==> config.mk <==
export PLATFORM = sky130hd
export DESIGN_NAME = branch_resolve
export DESIGN_NICKNAME = d
export VERILOG_FILES = /design/src/rtl/branch_resolve_pkg.sv /design/src/rtl/branch_resolve_sub.sv /design/src/rtl/branch_resolve_flags.sv /design/src/rtl/branch_resolve_cond.sv /design/src/rtl/branch_resolve.sv
export SDC_FILE = /design/constraint.sdc
export NUM_CORES = 1
export LEC_CHECK = 0
export ABC_AREA = 0
export BUFFER_PORTS_ARGS = -buffer_cell sky130_fd_sc_hd__buf_2
export CAP_MARGIN = 10
export CORE_ASPECT_RATIO = 0.7
export CORE_MARGIN = 2
export CORE_UTILIZATION = 25
export DETAILED_ROUTE_END_ITERATION = 6
export PLACE_DENSITY = 0.55
export SLEW_MARGIN = 15
export SYNTH_ARGS = -nofsm -noshare
export SYNTH_HDL_FRONTEND = slang
export SYNTH_HIERARCHICAL = 1
export SYNTH_SLANG_ARGS = --single-unit
==> constraint.sdc <==
create_clock -name vclk -period 40.4
set_input_delay 8.08 -clock vclk [all_inputs]
set_output_delay 8.08 -clock vclk [all_outputs]
set_load 0.005 [all_outputs]
==> src/rtl/branch_resolve_pkg.sv <==
package branch_resolve_pkg;
  localparam int unsigned CODE_W = 3;
  localparam int unsigned SEL_W  = CODE_W + 2;

  typedef enum logic [CODE_W-1:0] {
    CMP_EQ   = 3'b000,
    CMP_NE   = 3'b001,
    CMP_RSV0 = 3'b010,
    CMP_RSV1 = 3'b011,
    CMP_LT   = 3'b100,
    CMP_GE   = 3'b101,
    CMP_LTU  = 3'b110,
    CMP_GEU  = 3'b111
  } cmp_code_e;

  typedef struct packed {
    logic      jmp;
    logic      br;
    cmp_code_e code;
  } sel_t;
endpackage

==> src/rtl/branch_resolve_sub.sv <==
module branch_resolve_sub #(
  parameter int unsigned XLEN = 32
) (
  input  logic [XLEN-1:0] a_i,
  input  logic [XLEN-1:0] b_i,
  output logic [XLEN-1:0] diff_o,
  output logic            cout_o
);
  logic [XLEN:0]   carry;
  logic [XLEN-1:0] b_inv;

  assign carry[0] = 1'b1;  // +1 of the two's-complement negate
  assign b_inv    = ~b_i;

  for (genvar i = 0; i < XLEN; i++) begin : g_bit
    logic p;
    assign p          = a_i[i] ^ b_inv[i];
    assign diff_o[i]  = p ^ carry[i];
    assign carry[i+1] = (a_i[i] & b_inv[i]) | (p & carry[i]);
  end

  assign cout_o = carry[XLEN];
endmodule

==> src/rtl/branch_resolve_flags.sv <==
module branch_resolve_flags #(
  parameter int unsigned XLEN = 32
) (
  input  logic [XLEN-1:0] diff_i,
  input  logic            cout_i,
  input  logic            a_sign_i,
  input  logic            b_sign_i,
  output logic            eq_o,
  output logic            ltu_o,
  output logic            lts_o
);
  logic sign_mismatch;

  assign eq_o          = ~|diff_i;
  assign ltu_o         = ~cout_i;  // borrow out of A - B
  assign sign_mismatch = a_sign_i ^ b_sign_i;
  assign lts_o         = sign_mismatch ? a_sign_i : ltu_o;
endmodule

==> src/rtl/branch_resolve_cond.sv <==
module branch_resolve_cond
  import branch_resolve_pkg::*;
(
  input  cmp_code_e code_i,
  input  logic      eq_i,
  input  logic      ltu_i,
  input  logic      lts_i,
  output logic      cond_o
);
  localparam int unsigned NUM_CODES = 1 << CODE_W;

  logic [NUM_CODES-1:0] cand;

  always_comb begin
    cand           = '0;  // reserved codes stay 0
    cand[CMP_EQ]   = eq_i;
    cand[CMP_NE]   = ~eq_i;
    cand[CMP_LT]   = lts_i;
    cand[CMP_GE]   = ~lts_i;
    cand[CMP_LTU]  = ltu_i;
    cand[CMP_GEU]  = ~ltu_i;
  end

  assign cond_o = cand[code_i];
endmodule

==> src/rtl/branch_resolve.sv <==
module branch_resolve
  import branch_resolve_pkg::*;
#(
  parameter int unsigned XLEN = 32
) (
  input  logic [XLEN-1:0]  rs1_i,
  input  logic [XLEN-1:0]  rs2_i,
  input  logic [SEL_W-1:0] sel_i,
  output logic             take_o,
  output logic             eq_o,
  output logic             ltu_o,
  output logic             lts_o,
  output logic             cond_o
);
  localparam int unsigned MSB = XLEN - 1;

  sel_t            sel;
  logic [XLEN-1:0] diff;
  logic            cout;

  assign sel = sel_t'(sel_i);

  branch_resolve_sub #(.XLEN(XLEN)) u_sub (
    .a_i    (rs1_i),
    .b_i    (rs2_i),
    .diff_o (diff),
    .cout_o (cout)
  );

  branch_resolve_flags #(.XLEN(XLEN)) u_flags (
    .diff_i   (diff),
    .cout_i   (cout),
    .a_sign_i (rs1_i[MSB]),
    .b_sign_i (rs2_i[MSB]),
    .eq_o     (eq_o),
    .ltu_o    (ltu_o),
    .lts_o    (lts_o)
  );

  branch_resolve_cond u_cond (
    .code_i (sel.code),
    .eq_i   (eq_o),
    .ltu_i  (ltu_o),
    .lts_i  (lts_o),
    .cond_o (cond_o)
  );

  // jump bypasses the comparison entirely
  assign take_o = sel.jmp | (sel.br & cond_o);
endmodule

-- Yosys cells after proc, flatten, opt, wreduce, memory -nomap -nowiden
Index checks and enable logic that the tools add are counted.
- register bits: 0
- output and inout bits: 5
- word-level logic and storage cells: 171
- bitwise operators: 165
- $lt $le $gt $ge: 1
- multiplexer cells: 3
- reduce and logical (&&, ||, !) cells: 2
- operators with widths (operator ; number):
    $and 1x1->1 ; 64
    $xor 1x1->1 ; 64
    $or 1x1->1 ; 33
    $not 32->32 ; 1
    $reduce_or 32->1 ; 1
    $lt 3x4->1 const B ; 1
    $bmux 1 s3 ; 1
    $not 1->1 ; 3
    $mux 1 ; 2
    $logic_not 1->1 ; 1

-- Depth between registers and ports, before layout
- depth after elaboration: 72
- gate-level depth with buffers: 40

-- Modules after synthesis
Netlist, hierarchy kept.
- modules (own cells, without submodules) (module ; seq. area each (um2) ; instances ; area each (um2) ; cells each):
    branch_resolve_sub ; 0.0 ; 1 ; 873.3 ; 96
    branch_resolve_flags ; 0.0 ; 1 ; 90.1 ; 14
    branch_resolve_cond ; 0.0 ; 1 ; 55.1 ; 6
    branch_resolve ; 0.0 ; 1 ; 7.5 ; 1

-- Worst setup path before layout
OpenSTA, ideal clock, no wires.
- path type: input to output
- start point: in rs1_i[0]
- end point: out take_o
- stages: 40
- arrival time: 21100 ps
- buffers on the path: 0
- setup slack: 11220 ps
- cell sequence: inv_1 ha_1 fa_1 fa_1 fa_1 fa_1 fa_1 fa_1 fa_1 fa_1 fa_1 fa_1 fa_1 fa_1 fa_1 fa_1 fa_1 fa_1 [4 not listed] fa_1 fa_1 fa_1 fa_1 fa_1 fa_1 fa_1 fa_1 fa_1 fa_1 inv_1 fa_1 nor4_1 nand4_1 nor2_1 xnor2_1 o311ai_2 a21o_1
- elaborated cells between the ends (all ways): 106
- those cells by class: 3 x mux; 101 x bitwise; 2 x reduce/logical
- RTL lines (item ; RTL line ; source):
    start, declared ; branch_resolve.sv:6 ; input logic [XLEN-1:0] rs1_i,
    $and 1x1->1 / $xor 1x1->1 (equally long branches) ; branch_resolve_sub.sv:19, branch_resolve_sub.sv:17 ;
    $or 1x1->1 (*) ; branch_resolve_sub.sv:19 ; assign carry[i+1] = (a_i[i] & b_inv[i]) | (p & carry[i]);
    $and 1x1->1 (*) ; branch_resolve_sub.sv:19 ;
    $or 1x1->1 (*) ; branch_resolve_sub.sv:19 ;
    $and 1x1->1 (*) ; branch_resolve_sub.sv:19 ;
    $or 1x1->1 (*) ; branch_resolve_sub.sv:19 ;
    $and 1x1->1 (*) ; branch_resolve_sub.sv:19 ;
    $or 1x1->1 (*) ; branch_resolve_sub.sv:19 ;
    [55 not listed] ; -- ;
    net diff[31] ; branch_resolve.sv:18 ; logic [XLEN-1:0] diff;
    $reduce_or 32->1 (*) ; branch_resolve_flags.sv:14 ; assign eq_o = ~|diff_i;
    $logic_not 1->1 (*) ; branch_resolve_flags.sv:14 ;
    net eq_o ; branch_resolve.sv:10 ; output logic eq_o,
    $bmux 1 s3 (*) ; branch_resolve_cond.sv:24 ; assign cond_o = cand[code_i];
    $mux 1 (implied by the code) (*) ; branch_resolve_cond.sv:24 ;
    net cond_o ; branch_resolve.sv:13 ; output logic cond_o
    $and 1x1->1 (*) ; branch_resolve.sv:49 ; assign take_o = sel.jmp | (sel.br & cond_o);
    $or 1x1->1 (*) ; branch_resolve.sv:49 ;
    end, declared ; branch_resolve.sv:9 ; output logic take_o,
Mark *: on every way through the listed nets, which the timed path passes. The rest lies on a longest branch. The select of a mux whose other input is x is not followed.

-- Worst setup path in the final report
- start point: in rs1_i[0]
- end point: out take_o
- elaborated cells between the ends (all ways): 106
- those cells by class: 3 x mux; 101 x bitwise; 2 x reduce/logical
- RTL lines (item ; RTL line ; source):
    $and 1x1->1 / $xor 1x1->1 (equally long branches) ; branch_resolve_sub.sv:19, branch_resolve_sub.sv:17 ;
    $or 1x1->1 (*) ; branch_resolve_sub.sv:19 ;
    $and 1x1->1 (*) ; branch_resolve_sub.sv:19 ;
    $or 1x1->1 (*) ; branch_resolve_sub.sv:19 ;
    $and 1x1->1 (*) ; branch_resolve_sub.sv:19 ;
    $or 1x1->1 (*) ; branch_resolve_sub.sv:19 ;
    $and 1x1->1 (*) ; branch_resolve_sub.sv:19 ;
    $or 1x1->1 (*) ; branch_resolve_sub.sv:19 ;
    [54 not listed] ; -- ;
    $xor 1x1->1 (*) ; branch_resolve_sub.sv:18 ; assign diff_o[i] = p ^ carry[i];
    net diff[31] ; branch_resolve.sv:18 ;
    $reduce_or 32->1 (*) ; branch_resolve_flags.sv:14 ;
    $logic_not 1->1 ; branch_resolve_flags.sv:14 ;
    $bmux 1 s3 (*) ; branch_resolve_cond.sv:24 ;
    $mux 1 (implied by the code) (*) ; branch_resolve_cond.sv:24 ;
    $and 1x1->1 (*) ; branch_resolve.sv:49 ;
    $or 1x1->1 (*) ; branch_resolve.sv:49 ;
Marked as above.

==> summary.md <==
| Metric | Value |
|---|---|
| Outcome | `finished, final reports clean` |
| Final HPWL from detailed placement | `2320 µm` |
| Final worst setup slack | `10,550 ps` |
| Syn-to-layout area delta | `42.4%` |
| Post-synth cell types | `14` |
| GRT Total Usage | `10.4%` |
| Die width | `80.6 µm` |
| Die Area | `4640 µm²` |
| Top-level port count | `74` |
| P per Cell Area | `11.2 nW/µm²` |
| CP Capture Type | `primary output` |
| CP Data Arrival Time | `21,770 ps` |
| Slew HR | `75.4%` |
| HP Class | `primary input to primary output` |
| Tightest Pin Transition | `366 ps` |
| Final Hold Vio Count | `0` |
| DR vias | `891` |
| Slowest cell on crit path | `fa_1` |
| Sequential cell area | `0 µm²` |
| Share of layout cells above drive strength 1 | `39.8%` |
| Multi-input logic area | `778 µm²` |
| Fillers | `427` |
| Critical Path RT | `32,320 ps` |
| Rows | `19` |
| Total number of sequential cells | `0` |
| CP Max Fanout | `2` |
| Post-CTS Setup Inserts | `0` |
| Max Cap Viol | `0` |
| Most common cell after layout, fill and taps aside | `buf_2` |
| Largest net degree at the start of global routing | `4` |
| Cts repair resizes | `0` |
| Setup Crit Path Kind | `primary input to primary output` |
| CP max stage delay | `420 ps` |
| First DRT Iteration DRCs | `11` |
| Syn. warnings | `6` |
| Leak Pwr | `0.910 nW` |
| Final antenna-violating net count | `0` |
| Fin crit period | `29,850 ps` |
| Final Instance Area | `1460 µm²` |
| Slew Limit Fails | `0` |
| Core ar. | `3920 µm²` |
| Mean Syn Cell Area | `8.77 µm²` |
| F_max | `33.5 MHz` |
| Routed length per instance | `9.33 µm` |
| GRT overflow | `0` |
| Average vias per placed instance | `3.67` |
| Vias in the first global route | `936` |
| Chip height | `57.6 µm` |
| Final core utilization | `37.3%` |
| Antenna violations before repair | `0` |
| Cell family with most CP delay | `adder cells` |
| Cells after synthesis | `117` |
| Final wirelength | `2270 µm` |
| Placed Area | `1460 µm²` |
| Peak supply drop | `0.00000350 V` |
| WP buf/inv | `4` |
| Clkbuf count | `0` |
| Seq/Total Area, Yosys | `0%` |
| Inserted Diodes | `0` |
| Total power | `16.4 µW` |
| Fin Setup TNS | `0 ps` |
| First-pass GRT wire length | `3770 µm` |
| Synthesized cell area | `1030 µm²` |
| Min-delay src | `sel_i[4]` |
| Hold path depth | `3` |
| GP Congestion | `0.754` |
| Crit-path most repeated cell | `fa_1` |
| Residual DRC | `0` |
| Final setup viols | `0` |
| Buffers on Ports | `74` |
| Final worst-path cycle share | `73.9%` |
| Net count, final | `294` |
| DR pass1 iterations | `3` |
| Commonest cells after routing, fill and taps aside | `buf_2 (74), inv_1 (66), fa_1 (31)` |
| Syn nets | `218` |
| Hold Path End | `take_o` |
| RSZ-0062 raised after global routing | `no` |
| Hold buffer count at CTS | `0` |
| Type of origin of the critical path | `primary input` |
| Pre-CTS setup slack | `10,470 ps` |
| Initial Util | `26.2%` |
-- worst min-delay path, cell delays in order --
cell,delay [ps]
buf_2,80
a21o_1,70
buf_2,100
-- synth_stat cells --
library cell / count / area share, %
a21o_1: 1 / 0.73
fa_1: 31 / 60
ha_1: 1 / 1.2
inv_1: 66 / 24
maj3_1: 1 / 0.98
nand3_1: 1 / 0.49
nand3b_1: 1 / 0.73
nand4_1: 2 / 1.2
nor2_1: 1 / 0.37
nor4_1: 7 / 4.3
nor4_2: 1 / 1.2
o311ai_2: 1 / 1.6
xnor2_1: 1 / 0.85
xor2_1: 2 / 1.7
-- metal layers --
metal | up-vias | track usage (%) | wire length, µm
met2 | 33 | 18.8 | 1030
met1 | 397 | 15.0 | 1070
met4 | 0 | 0 | 0
li1 | 461 | - | -
met3 | 0 | 0.158 | 168
met5 | - | 0 | 0
-- metrics by stage --
stage | hold WS, ps | cells
final | 16400 | 243
after CTS | 16410 | 243
after detailed placement | 16400 | 243
after global routing | 16420 | 243
after floorplan | 16230 | 117
after global placement | 16400 | 243
-- power by group --
part | internal (mW) | switching (mW)
sequential | 0 | 0
clock | 0 | 0
combinational | 0.00804 | 0.00838
-- cells by family after synthesis --
| family | Yosys count | share of synthesized area (%) |
|---|---|---|
| AOI/OAI and AO/OA | 2 | 2.32 |
| xor gates and xnor gates | 3 | 2.56 |
| adders and majority gates | 33 | 62.7 |
| buffers and inverters | 66 | 24.1 |
| and+or+nand+nor | 13 | 8.29 |
-- layout make-up --
| class | count | area share (%) |
|---|---|---|
| well taps | 52 | 4.45 |
| inverters | 66 | 17.0 |
| multi-input cells | 51 | 53.3 |
| repair buffers | 74 | 25.3 |
-- how the worst max path moves through the flow --
stage | start | endpoint | slack, ps | cells past startpoint
4_1_cts | rs1_i[0] | take_o | 10440 | 42
6_report | rs1_i[0] | take_o | 10550 | 42
3_5_place_dp | rs1_i[0] | take_o | 10470 | 42
5_1_grt | rs1_i[0] | take_o | 9910 | 42
2_1_floorplan | rs1_i[0] | take_o | 11220 | 40
3_3_place_gp | rs1_i[0] | take_o | 10690 | 42
Power figures use the tool's default switching activity.
